`src/rtl/flag_alu_pkg.sv`:
```
package flag_alu_pkg;

    localparam int DW    = 16;
    localparam int HW    = DW / 2;
    localparam int CW    = 5;
    localparam int OPW   = 5;

    localparam int F_CF = 0;
    localparam int F_PF = 2;
    localparam int F_AF = 4;
    localparam int F_ZF = 6;
    localparam int F_SF = 7;
    localparam int F_TF = 8;
    localparam int F_IF = 9;
    localparam int F_DF = 10;
    localparam int F_OF = 11;

    localparam logic [DW-1:0] USED_MASK =
        DW'((1 << F_CF) | (1 << F_PF) | (1 << F_AF) | (1 << F_ZF) | (1 << F_SF) |
            (1 << F_TF) | (1 << F_IF) | (1 << F_DF) | (1 << F_OF));

    typedef enum logic [OPW-1:0] {
        OP_NOP = 5'd0,  OP_ADD = 5'd1,  OP_ADC = 5'd2,  OP_SUB = 5'd3,
        OP_SBB = 5'd4,  OP_CMP = 5'd5,  OP_INC = 5'd6,  OP_DEC = 5'd7,
        OP_NEG = 5'd8,  OP_AND = 5'd9,  OP_OR  = 5'd10, OP_XOR = 5'd11,
        OP_NOT = 5'd12, OP_SHL = 5'd13, OP_SHR = 5'd14, OP_ROL = 5'd15,
        OP_ROR = 5'd16, OP_STC = 5'd17, OP_CLC = 5'd18, OP_CMC = 5'd19,
        OP_STD = 5'd20, OP_CLD = 5'd21, OP_CMD = 5'd22, OP_STI = 5'd23,
        OP_CLI = 5'd24, OP_STT = 5'd25, OP_CLT = 5'd26
    } alu_op_e;

    typedef enum logic [1:0] {
        SK_SHL = 2'd0, SK_SHR = 2'd1, SK_ROL = 2'd2, SK_ROR = 2'd3
    } shift_kind_e;

    typedef struct packed {
        logic [DW-1:0] res;
        logic          cf;
        logic          af;
        logic          of;
    } arith_out_t;

    typedef struct packed {
        logic [DW-1:0] res;
        logic          cf;
        logic          of;
    } shift_out_t;

    function automatic logic [DW-1:0] width_mask(input logic wide);
        return wide ? {DW{1'b1}} : {{(DW-HW){1'b0}}, {HW{1'b1}}};
    endfunction

    function automatic logic msb_of(input logic [DW-1:0] v, input logic wide);
        return wide ? v[DW-1] : v[HW-1];
    endfunction

    function automatic logic [DW-1:0] put_szp(input logic [DW-1:0] fl,
                                             input logic [DW-1:0] v,
                                             input logic wide);
        logic [DW-1:0] o;
        o       = fl;
        o[F_ZF] = ((v & width_mask(wide)) == '0);
        o[F_SF] = msb_of(v, wide);
        o[F_PF] = ~^v[7:0];
        return o;
    endfunction

endpackage

```
`src/rtl/flag_alu_addsub.sv`:
```
module flag_alu_addsub
    import flag_alu_pkg::*;
#(
    parameter int W = DW
) (
    input  logic [W-1:0] a,
    input  logic [W-1:0] b,
    input  logic         cin,
    input  logic         sub,
    input  logic         wide,
    output arith_out_t   out
);
    localparam int H = W / 2;

    logic [W-1:0] mask;
    logic [W-1:0] b_eff;
    logic         c0;
    logic [W:0]   sum;
    logic         carry;
    logic         half;
    logic [W-1:0] res;

    always_comb begin
        mask  = width_mask(wide);
        b_eff = sub ? (~b & mask) : (b & mask);
        c0    = cin ^ sub;
        sum   = {1'b0, a & mask} + {1'b0, b_eff} + {{W{1'b0}}, c0};
        carry = wide ? sum[W] : sum[H];
        half  = a[4] ^ b_eff[4] ^ sum[4];
        res   = sum[W-1:0] & mask;
        out.res = res;
        out.cf  = carry ^ sub;
        out.af  = half ^ sub;
        out.of  = (msb_of(a, wide) == msb_of(b_eff, wide)) &&
                  (msb_of(res, wide) != msb_of(a, wide));
    end
endmodule

```
`src/rtl/flag_alu_shift.sv`:
```
module flag_alu_shift
    import flag_alu_pkg::*;
#(
    parameter int W  = DW,
    parameter int CN = CW
) (
    input  shift_kind_e   kind,
    input  logic          wide,
    input  logic [W-1:0]  opnd,
    input  logic [CN-1:0] cnt,
    output shift_out_t    out
);
    localparam int H  = W / 2;
    localparam int KB = $clog2(H);
    localparam int KW = $clog2(W);

    logic [W:0]    shl_ext;
    logic [W:0]    shr_ext;
    logic [H-1:0]  ob;
    logic [H-1:0]  rol_b, ror_b;
    logic [W-1:0]  rol_w, ror_w;
    logic [KB-1:0] kb;
    logic [KW-1:0] kw;
    logic [W-1:0]  r;
    logic          c;
    logic          o;

    always_comb begin
        shl_ext = {1'b0, opnd} << cnt;
        shr_ext = {opnd, 1'b0} >> cnt;
        ob      = opnd[H-1:0];
        kb      = cnt[KB-1:0];
        kw      = cnt[KW-1:0];
        rol_b   = (ob << kb) | (ob >> (H - int'(kb)));
        ror_b   = (ob >> kb) | (ob << (H - int'(kb)));
        rol_w   = (opnd << kw) | (opnd >> (W - int'(kw)));
        ror_w   = (opnd >> kw) | (opnd << (W - int'(kw)));
        r = '0;
        c = 1'b0;
        o = 1'b0;
        case (kind)
            SK_SHL: begin
                r = shl_ext[W-1:0];
                c = wide ? shl_ext[W] : shl_ext[H];
                o = msb_of(r, wide) ^ c;
            end
            SK_SHR: begin
                r = shr_ext[W:1];
                c = shr_ext[0];
                o = msb_of(opnd, wide);
            end
            SK_ROL: begin
                r = wide ? rol_w : {{(W-H){1'b0}}, rol_b};
                c = r[0];
                o = msb_of(r, wide) ^ c;
            end
            default: begin
                r = wide ? ror_w : {{(W-H){1'b0}}, ror_b};
                c = msb_of(r, wide);
                o = c ^ (wide ? r[W-2] : r[H-2]);
            end
        endcase
        out.res = r & width_mask(wide);
        out.cf  = c;
        out.of  = o;
    end
endmodule

```
`src/rtl/flag_alu_logic.sv`:
```
module flag_alu_logic
    import flag_alu_pkg::*;
#(
    parameter int W = DW
) (
    input  alu_op_e      op,
    input  logic         wide,
    input  logic [W-1:0] a,
    input  logic [W-1:0] b,
    output logic [W-1:0] res
);
    always_comb begin
        case (op)
            OP_AND:  res = a & b;
            OP_OR:   res = a | b;
            OP_XOR:  res = a ^ b;
            default: res = ~a;
        endcase
        res = res & width_mask(wide);
    end
endmodule

```
`src/rtl/flag_alu.sv`:
```
module flag_alu
    import flag_alu_pkg::*;
(
    input  logic          clk,
    input  logic          rst,
    input  logic [OPW-1:0] op_code,
    input  logic          wide,
    input  logic [DW-1:0] dst,
    input  logic [DW-1:0] src,
    input  logic [CW-1:0] cnt,
    output logic [DW-1:0] result,
    output logic [DW-1:0] flags
);
    alu_op_e       op;
    logic [DW-1:0] mask;
    logic [DW-1:0] dm, sm;
    logic [DW-1:0] ar_a, ar_b;
    logic          ar_cin, ar_sub;
    arith_out_t    ar;
    logic [DW-1:0] lg_res;
    shift_kind_e   sk;
    shift_out_t    sh;
    logic [DW-1:0] res_q, fl_q;
    logic [DW-1:0] res_n, fl_n;

    assign op   = alu_op_e'(op_code);
    assign mask = width_mask(wide);
    assign dm   = dst & mask;
    assign sm   = src & mask;

    always_comb begin
        ar_a   = dm;
        ar_b   = sm;
        ar_cin = 1'b0;
        ar_sub = 1'b0;
        case (op)
            OP_ADC:         ar_cin = fl_q[F_CF];
            OP_SUB, OP_CMP: ar_sub = 1'b1;
            OP_SBB: begin
                ar_sub = 1'b1;
                ar_cin = fl_q[F_CF];
            end
            OP_INC:         ar_b = DW'(1);
            OP_DEC: begin
                ar_b   = DW'(1);
                ar_sub = 1'b1;
            end
            OP_NEG: begin
                ar_a   = '0;
                ar_b   = dm;
                ar_sub = 1'b1;
            end
            default: ;
        endcase
    end

    always_comb begin
        case (op)
            OP_SHL:  sk = SK_SHL;
            OP_SHR:  sk = SK_SHR;
            OP_ROL:  sk = SK_ROL;
            default: sk = SK_ROR;
        endcase
    end

    flag_alu_addsub #(.W(DW)) u_addsub (
        .a(ar_a), .b(ar_b), .cin(ar_cin), .sub(ar_sub), .wide(wide), .out(ar)
    );

    flag_alu_logic #(.W(DW)) u_logic (
        .op(op), .wide(wide), .a(dm), .b(sm), .res(lg_res)
    );

    flag_alu_shift #(.W(DW), .CN(CW)) u_shift (
        .kind(sk), .wide(wide), .opnd(dm), .cnt(cnt), .out(sh)
    );

    always_comb begin
        res_n = res_q;
        fl_n  = fl_q;
        case (op)
            OP_ADD, OP_ADC, OP_SUB, OP_SBB, OP_NEG, OP_CMP: begin
                if (op != OP_CMP) res_n = ar.res;
                fl_n       = put_szp(fl_q, ar.res, wide);
                fl_n[F_CF] = ar.cf;
                fl_n[F_AF] = ar.af;
                fl_n[F_OF] = ar.of;
            end
            OP_INC, OP_DEC: begin
                res_n      = ar.res;
                fl_n       = put_szp(fl_q, ar.res, wide);
                fl_n[F_AF] = ar.af;
                fl_n[F_OF] = ar.of;
            end
            OP_AND, OP_OR, OP_XOR: begin
                res_n      = lg_res;
                fl_n       = put_szp(fl_q, lg_res, wide);
                fl_n[F_CF] = 1'b0;
                fl_n[F_OF] = 1'b0;
            end
            OP_NOT: res_n = lg_res;
            OP_SHL, OP_SHR, OP_ROL, OP_ROR: begin
                if (cnt != '0) begin
                    res_n = sh.res;
                    if (op == OP_SHL || op == OP_SHR)
                        fl_n = put_szp(fl_q, sh.res, wide);
                    fl_n[F_CF] = sh.cf;
                    fl_n[F_OF] = sh.of;
                end
            end
            OP_STC: fl_n[F_CF] = 1'b1;
            OP_CLC: fl_n[F_CF] = 1'b0;
            OP_CMC: fl_n[F_CF] = ~fl_q[F_CF];
            OP_STD: fl_n[F_DF] = 1'b1;
            OP_CLD: fl_n[F_DF] = 1'b0;
            OP_CMD: fl_n[F_DF] = ~fl_q[F_DF];
            OP_STI: fl_n[F_IF] = 1'b1;
            OP_CLI: fl_n[F_IF] = 1'b0;
            OP_STT: fl_n[F_TF] = 1'b1;
            OP_CLT: fl_n[F_TF] = 1'b0;
            default: ;
        endcase
    end

    always_ff @(posedge clk) begin
        if (rst) begin
            res_q <= '0;
            fl_q  <= '0;
        end else begin
            res_q <= res_n;
            fl_q  <= fl_n;
        end
    end

    assign result = res_q;
    assign flags  = fl_q;

endmodule

```
`config.mk`:
```
export PLATFORM = sky130hd
export DESIGN_NAME = flag_alu
export DESIGN_NICKNAME = d
export VERILOG_FILES = /design/src/rtl/flag_alu_pkg.sv /design/src/rtl/flag_alu_addsub.sv /design/src/rtl/flag_alu_shift.sv /design/src/rtl/flag_alu_logic.sv /design/src/rtl/flag_alu.sv
export SDC_FILE = /design/constraint.sdc
export NUM_CORES = 1
export LEC_CHECK = 0
export BUFFER_PORTS_ARGS = -buffer_cell sky130_fd_sc_hd__buf_2
export CAP_MARGIN = 20
export CORE_MARGIN = 4
export CORE_UTILIZATION = 55
export CTS_CLUSTER_DIAMETER = 80
export DETAILED_ROUTE_END_ITERATION = 10
export PLACE_DENSITY = 0.76
export SKIP_CTS_REPAIR_TIMING = 1
export SYNTH_ARGS = -nofsm -noshare
export SYNTH_HDL_FRONTEND = slang
export SYNTH_SLANG_ARGS = --single-unit
```
`constraint.sdc`:
```
create_clock -name clk -period 7.92 [get_ports clk]
set_clock_uncertainty 0.1 [all_clocks]
set_input_delay 1.584 -clock clk [delete_from_list [all_inputs] [get_ports clk]]
set_output_delay 1.584 -clock clk [all_outputs]
set_load 0.02 [all_outputs]
```
## Yosys cells after proc, flatten, opt, wreduce, memory -nomap -nowiden

Cells that the tools add are included.

- Register bits: 25
- Latch bits: 0
- RAM bits: 0
- Output and inout port bits: 32
- Word-level logic and storage cells: 157
- Input port bits: 45
- Memories kept: 0
- ROM bits: 0

- Div/mod/pow operators: 0
- Reduce and logical (&&, ||, !) cells: 33
- Shift-type cells: 10
- Order comparisons: 0
- Equal/unequal tests: 34
- Muxes and demuxes: 36
- Multiply operators: 0
- Bitwise gates (word level): 32
- $add $sub $neg: 4

Operators by type and width:

| cell | number |
|---|---|
| 16-bit bitwise AND | 12 |
| 16-bit 2-to-1 mux | 7 |
| 16-bit case mux with 3 select lines | 2 |
| 16-bit case mux with 4 select lines | 1 |
| 5-bit == test (second input constant) | 11 |
| 16-bit logical NOT | 3 |
| 16-bit OR | 3 |
| 5-bit by 4-bit == test with 1-bit output (second input constant) | 8 |
| 16-bit NOT | 2 |
| 16-bit case mux with 2 select lines | 1 |
| 16-bit by 32-bit left shift with 16-bit output | 1 |
| 8-bit by 32-bit left shift with 8-bit output | 1 |
| 16-bit by 32-bit >> shifter with 16-bit output | 1 |
| 8-bit by 32-bit >> shifter with 8-bit output | 1 |
| 8-bit XNOR reduction | 3 |
| 7-bit case mux with 3 select lines | 1 |
| 5-bit by 3-bit == test with 1-bit output (second input constant) | 4 |
| 16-bit by 16-bit adder with 17-bit output | 1 |
| 17-bit by 1-bit adder with 17-bit output | 1 |
| 16-bit by 5-bit left shift with 17-bit output | 1 |
| 17-bit by 5-bit >> shifter with 17-bit output | 1 |
| 8-bit OR | 2 |
| 16-bit by 4-bit left shift with 16-bit output | 1 |
| 16-bit by 4-bit >> shifter with 16-bit output | 1 |
| 37 further kinds | 79 |

## Longest topological paths before layout

- Depth after elaboration: 13
- Depth in mapped cells: 23
- Gate-level depth less buffers: 21

## Modules after synthesis

From an unflattened synthesis, not the netlist that was laid out.

- Cells, all modules: 1222
- Area total of the unflattened synthesis: 9073.7 sq um

Modules (own cells, without submodules):

| module | area each (sq um) | cells each | seq. area each (sq um) | times used |
|---|---|---|---|---|
| flag_alu_shift | 3980.1 | 512 | 0.0 | 1 |
| flag_alu | 2596.2 | 367 | 500.5 | 1 |
| flag_alu_logic | 1347.5 | 185 | 0.0 | 1 |
| flag_alu_addsub | 1149.9 | 158 | 0.0 | 1 |

## Least setup slack after synthesis

Ideal clock, no wire load.

- Kind: input port to flip-flop
- Start: in cnt[1]
- End: reg fl_q[2] (netlist: flags[2])
- Library setup time: 0.128 ns
- Cell stages on the path: 22
- Data required time: 7.692 ns
- Path slack: 1.746 ns
- Buffers on the path: 7
- Data arrival time: 5.947 ns
- Cells stage by stage: clkbuf_1 > inv_1 > clkbuf_1 > clkbuf_1 > clkbuf_1 > ha_1 > buf_2 > clkinv_1 > buf_1 > clkbuf_1 > mux4_2 > o22ai_1 > a21oi_1 > o211ai_1 > nand2_1 > ha_1 > xor2_1 > xnor2_1 > a221oi_1 > nor2_1 > a21oi_1 > nor2_1

- Longest elaborated chain between the ends: 10
- Elaborated cells between the ends (all ways): 27
- Those cells by class: 2 x add/sub; 1 x eq/ne; 10 x shift; 6 x mux; 5 x bitwise; 3 x reduce/logical

RTL lines:

| what | line | text |
|---|---|---|
| from (decl) | flag_alu.sv:10 | `input logic [CW-1:0] cnt,` |
| 5-bit by 4-bit subtractor with 6-bit output or 4-bit by 3-bit subtractor with 5-bit output (tied branches) | - |  |
| 16-bit by 32-bit left shift with 16-bit output (tied with other cells) | flag_alu_shift.sv:37 | `ror_w = (opnd >> kw) \| (opnd << (W - int'(kw)));` |
| 16-bit OR (tied with other cells) | flag_alu_shift.sv:37 |  |
| 16-bit 2-to-1 mux, on equally long branches | flag_alu_shift.sv:58, flag_alu_shift.sv:53 |  |
| 16-bit case mux with 3 select lines | flag_alu_shift.sv:41 | `case (kind)` |
| 16-bit bitwise AND | flag_alu_shift.sv:63 | `out.res = r & width_mask(wide);` |
| 8-bit XNOR reduction | flag_alu_pkg.sv:64 | `o[F_PF] = ~^v[7:0];` |
| 8-bit 2-to-1 mux | flag_alu.sv:105 | `if (op == OP_SHL \|\| op == OP_SHR)` |
| 12-bit 2-to-1 mux | flag_alu.sv:103 | `if (cnt != '0) begin` |
| 7-bit case mux with 3 select lines | flag_alu.sv:81 | `case (op)` |
| to (signal assigned) | flag_alu.sv:131 | `fl_q <= fl_n;` |
| to (decl) | flag_alu.sv:23 | `logic [DW-1:0] res_q, fl_q;` |

Several ways; a longest one is shown, not always the timed one. The select of a mux whose other input is x is not followed.
A chain may end at the register's enable or synchronous reset.

## Worst setup path in the final report

- Start: in op_code[1]
- End: reg fl_q[6] (netlist: flags[6])

- Longest elaborated chain between the ends: 12
- Elaborated cells between the ends (all ways): 56
- Those cells by class: 2 x add/sub; 19 x eq/ne; 11 x mux; 11 x bitwise; 13 x reduce/logical

RTL lines:

| what | line | text |
|---|---|---|
| from (decl) | flag_alu.sv:6 | `input logic [OPW-1:0] op_code,` |
| 5-bit by 3-bit == test with 1-bit output | flag_alu.sv:36, flag_alu.sv:81 |  |
| 2-bit OR reduction (no source line) | - |  |
| 16-bit case mux with 2 select lines | flag_alu.sv:36 | `case (op)` |
| 16-bit NOT | flag_alu_addsub.sv:25 | `b_eff = sub ? (~b & mask) : (b & mask);` |
| 16-bit bitwise AND | flag_alu_addsub.sv:25 |  |
| 16-bit 2-to-1 mux | flag_alu_addsub.sv:25 |  |
| 16-bit by 16-bit adder with 17-bit output | flag_alu_addsub.sv:27 | `sum = {1'b0, a & mask} + {1'b0, b_eff} + {{W{1'b0}}, c0};` |
| 17-bit by 1-bit adder with 17-bit output | flag_alu_addsub.sv:27 |  |
| 16-bit bitwise AND | flag_alu_addsub.sv:30 | `res = sum[W-1:0] & mask;` |
| 16-bit bitwise AND | flag_alu_pkg.sv:62 | `o[F_ZF] = ((v & width_mask(wide)) == '0);` |
| 16-bit logical NOT | flag_alu_pkg.sv:62 |  |
| 7-bit case mux with 3 select lines | flag_alu.sv:81 |  |

Several ways; a longest one is shown, not always the timed one. The select of a mux whose other input is x is not followed.

==> impl_metrics.yaml <==
sta:
  fin_tns_setup_ns: 0
  relSlewSlack: 0.2650
  period_share: 0.8256
  setup_viol: 0
  rsz0062_at_grt: "no"
  period_needed_ns: 6.539
  tightest_slew_ns: 1.103
  fmax_mhz: 152.9
  hold_violations: 0
  finalMaxSlewViolations: 0
clock_network:
  path_clk_slew_ns: 0.07
  clockBufferDepth: 2
  cts-buffers-inserted: 3
  clkLatencyLatePin_ns: 0.26
  cts-root-buf: "clkbuf_16"
  tritoncts: "built"
  h-tree-depth: 1
  clock_sinks: 25
layout:
  postLayoutCellArea_um2: 8701
  final_nets: 1281
  fillCellCount: 1469
  area_delta_synth_final_pct: 4.305
  layout_commonest_cell: "nor2_1"
  final_cell_mix: "nor2_1 (113), nand2_1 (107), a21oi_1 (87), buf_2 (68), o21ai_0 (64)"
  drive_above_1_share: 0.1432
  final_cells: 1358
global_routing:
  antenna_found_initial: 2
  grt_pass1_wl_mm: 55.32
  grt_pass1_vias: 8906
  track_usage: 0.4022
  gr-total-overflow: 0
  grt_start_max_net_pins: 74
drt:
  vias: 10240
  drt_iter0_markers: 1975
  vias_per_cell: 7.541
  routedWlPerCell_um: 27.29
  wl_mm: 37.06
  antenna_left: 0
  drtPass1Iterations: 7
  drc: 0
setup_path:
  rrSetupSlack_ns: 3.81
  crit_path_max_fanout: 38
  r2r_end: "flags[6]"
  worstSetupPathType: "in2reg"
  startpoint: "op_code[1]"
  timing.reg2reg.worst_path_depth: 16
  endpoint: "flags[6]"
  cp.required_ns: 8.00
  setup.worst_path.end_class: "flip-flop"
  arrival_ns: 6.61
  rr_startpoint: "flags[0]"
  startpoint_type: "input port"
place:
  post-dp-hpwl_mm: 27.70
  placed_cells: 1353
  io_buffers: 69
  place.gp.congestion: 1.058
  placed_cell_area_um2: 8616
min_path:
  min_path_type: "reg2reg"
  hold_depth: 2
yosys:
  yosysSeqAreaShare: 0.06000
  synth_edf_count: 0
  yosys-top-cells-area: "ha_1 (9.0%), mux4_2 (6.2%), dfxtp_1 (6.0%), mux2i_1 (5.8%), a21oi_1 (5.3%)"
  ys_types: 85
  synth-main-ff-cell: "dfxtp_1"
  ys_ff_latch: 25
  avgSynthCellArea_um2: 7.028
  syn_inst: 1187
  synth_top_area_frac: 0.09000
  yosys_warnings: 0
  async_flop_share: 0
  synth_area_um2: 8342
  synth_area_leader_cell: "ha_1"
floorplanning:
  die_h_um: 131.2
  ioPinCount: 77
  num_rows: 44
  die_w_um: 131.2
  dieArea_um2: 17200
  core_area_um2: 14700
  start_util: 0.5675
status:
  status: "completed"
power_and_ir_drop:
  peakVddDrop_mv: 0.08506
  power_w: 0.001061
  power.leakage_nw: 3.754
  p_per_area_nw_per_um2: 121.9
flow_run:
  cap_violations: 0
-- cell type report --
class                   count  area, um^2  share of cell area
well taps                 184       230.2             0.02646
flip-flops and latches     25       500.5             0.05752
clock buffers               3       75.07            0.008628
multi-input cells         997        7147              0.8214
repair buffers             95       543.0             0.06241
diodes                      1       2.502           0.0002876
inverters                  52       195.2             0.02243
clock inverters             1       7.507           0.0008628
-- layer usage --
| layer | share of wire | vias up | global-route usage |
|---|---|---|---|
| met4 | 0.043 | 4 | 0.1114 |
| li1 | - | 4430 | - |
| met3 | 0.17 | 155 | 0.1525 |
| met5 | 0.0016 | - | 0 |
| met2 | 0.38 | 924 | 0.5547 |
| met1 | 0.40 | 4727 | 0.5818 |
-- cells in the mapped netlist (16+ instances only) --
master	n
xnor2_1	18
nand2_1	107
nor3_1	19
o211ai_1	21
a211oi_1	16
o21ai_0	64
mux2_2	25
clkbuf_1	82
inv_1	49
xor2_1	23
nor2_1	114
a21oi_1	88
a31oi_1	24
ha_1	60
nand3_1	27
mux2i_1	48
nand2b_1	16
mux4_2	23
dfxtp_1	25
a22oi_1	34
o22ai_1	18
-- how the worst min path moves through the flow --
stage                        start       end
after floorplan           flags[4]  flags[4]
after global placement    flags[4]  flags[4]
after detailed placement  flags[4]  flags[4]
after CTS                 flags[4]  flags[4]
after global routing      flags[4]  flags[4]
final                     flags[4]  flags[4]
-- state kept, by name, summed over array words and instances, names as in the netlist --
signal and cells:
result 16, flags 9
-- worst max-delay path, stage by stage --
cell and delay [ns]:
buf_2 0.36, nor3_1 0.66, nand2_1 0.21, a21o_1 0.40, inv_1 0.15, o22ai_1 0.10, xnor2_1 0.16, fa_1 0.46
inv_1 0.10, fa_1 0.21, nor2b_1 0.07, o31ai_1 0.38, nor2b_1 0.22, xor2_1 0.28, ha_1 0.20, nand4_1 0.09
a2111o_1 0.36, a21o_1 0.15, a311oi_1 0.20, nand4_1 0.14, o311ai_1 0.10
-- through the flow --
| step | hold WS (ns) | util | worst slack [ns] |
|---|---|---|---|
| global placement | 0.3745 | 0.5861 | 1.398 |
| CTS | 0.4037 | 0.5918 | 1.516 |
| floorplan | 0.4494 | - | 1.746 |
| finish | 0.4039 | 0.5919 | 1.381 |
| global route | 0.4177 | 0.5918 | 0.9439 |
| detailed placement | 0.3943 | 0.5861 | 1.288 |
-- report_power, final --
group | switching, W | internal, W | leakage, nW
clock network | 0.0000486 | 0.0000687 | 0.0371
registers | 0.00000929 | 0.000140 | 0.206
logic | 0.000509 | 0.000285 | 3.51
total | 0.000567 | 0.000494 | 3.75
-- logic make-up (layout without fill, tap and decap cells) --
kind of cell / count (synthesis) / count (layout) / share of synthesized area
AO/OA/AOI/OAI: 413 / 413 / 0.3385
AND/OR/NAND/NOR: 372 / 372 / 0.2121
buffers and inverters: 171 / 151 / 0.08805
multiplexers: 101 / 101 / 0.1611
adder cells (fa/ha/maj): 62 / 62 / 0.09480
XOR/XNOR: 42 / 42 / 0.04500
flip-flops: 25 / 25 / 0.06000
other: 1 / 8 / 0.0004495
Power figures use the tool's default switching activity.
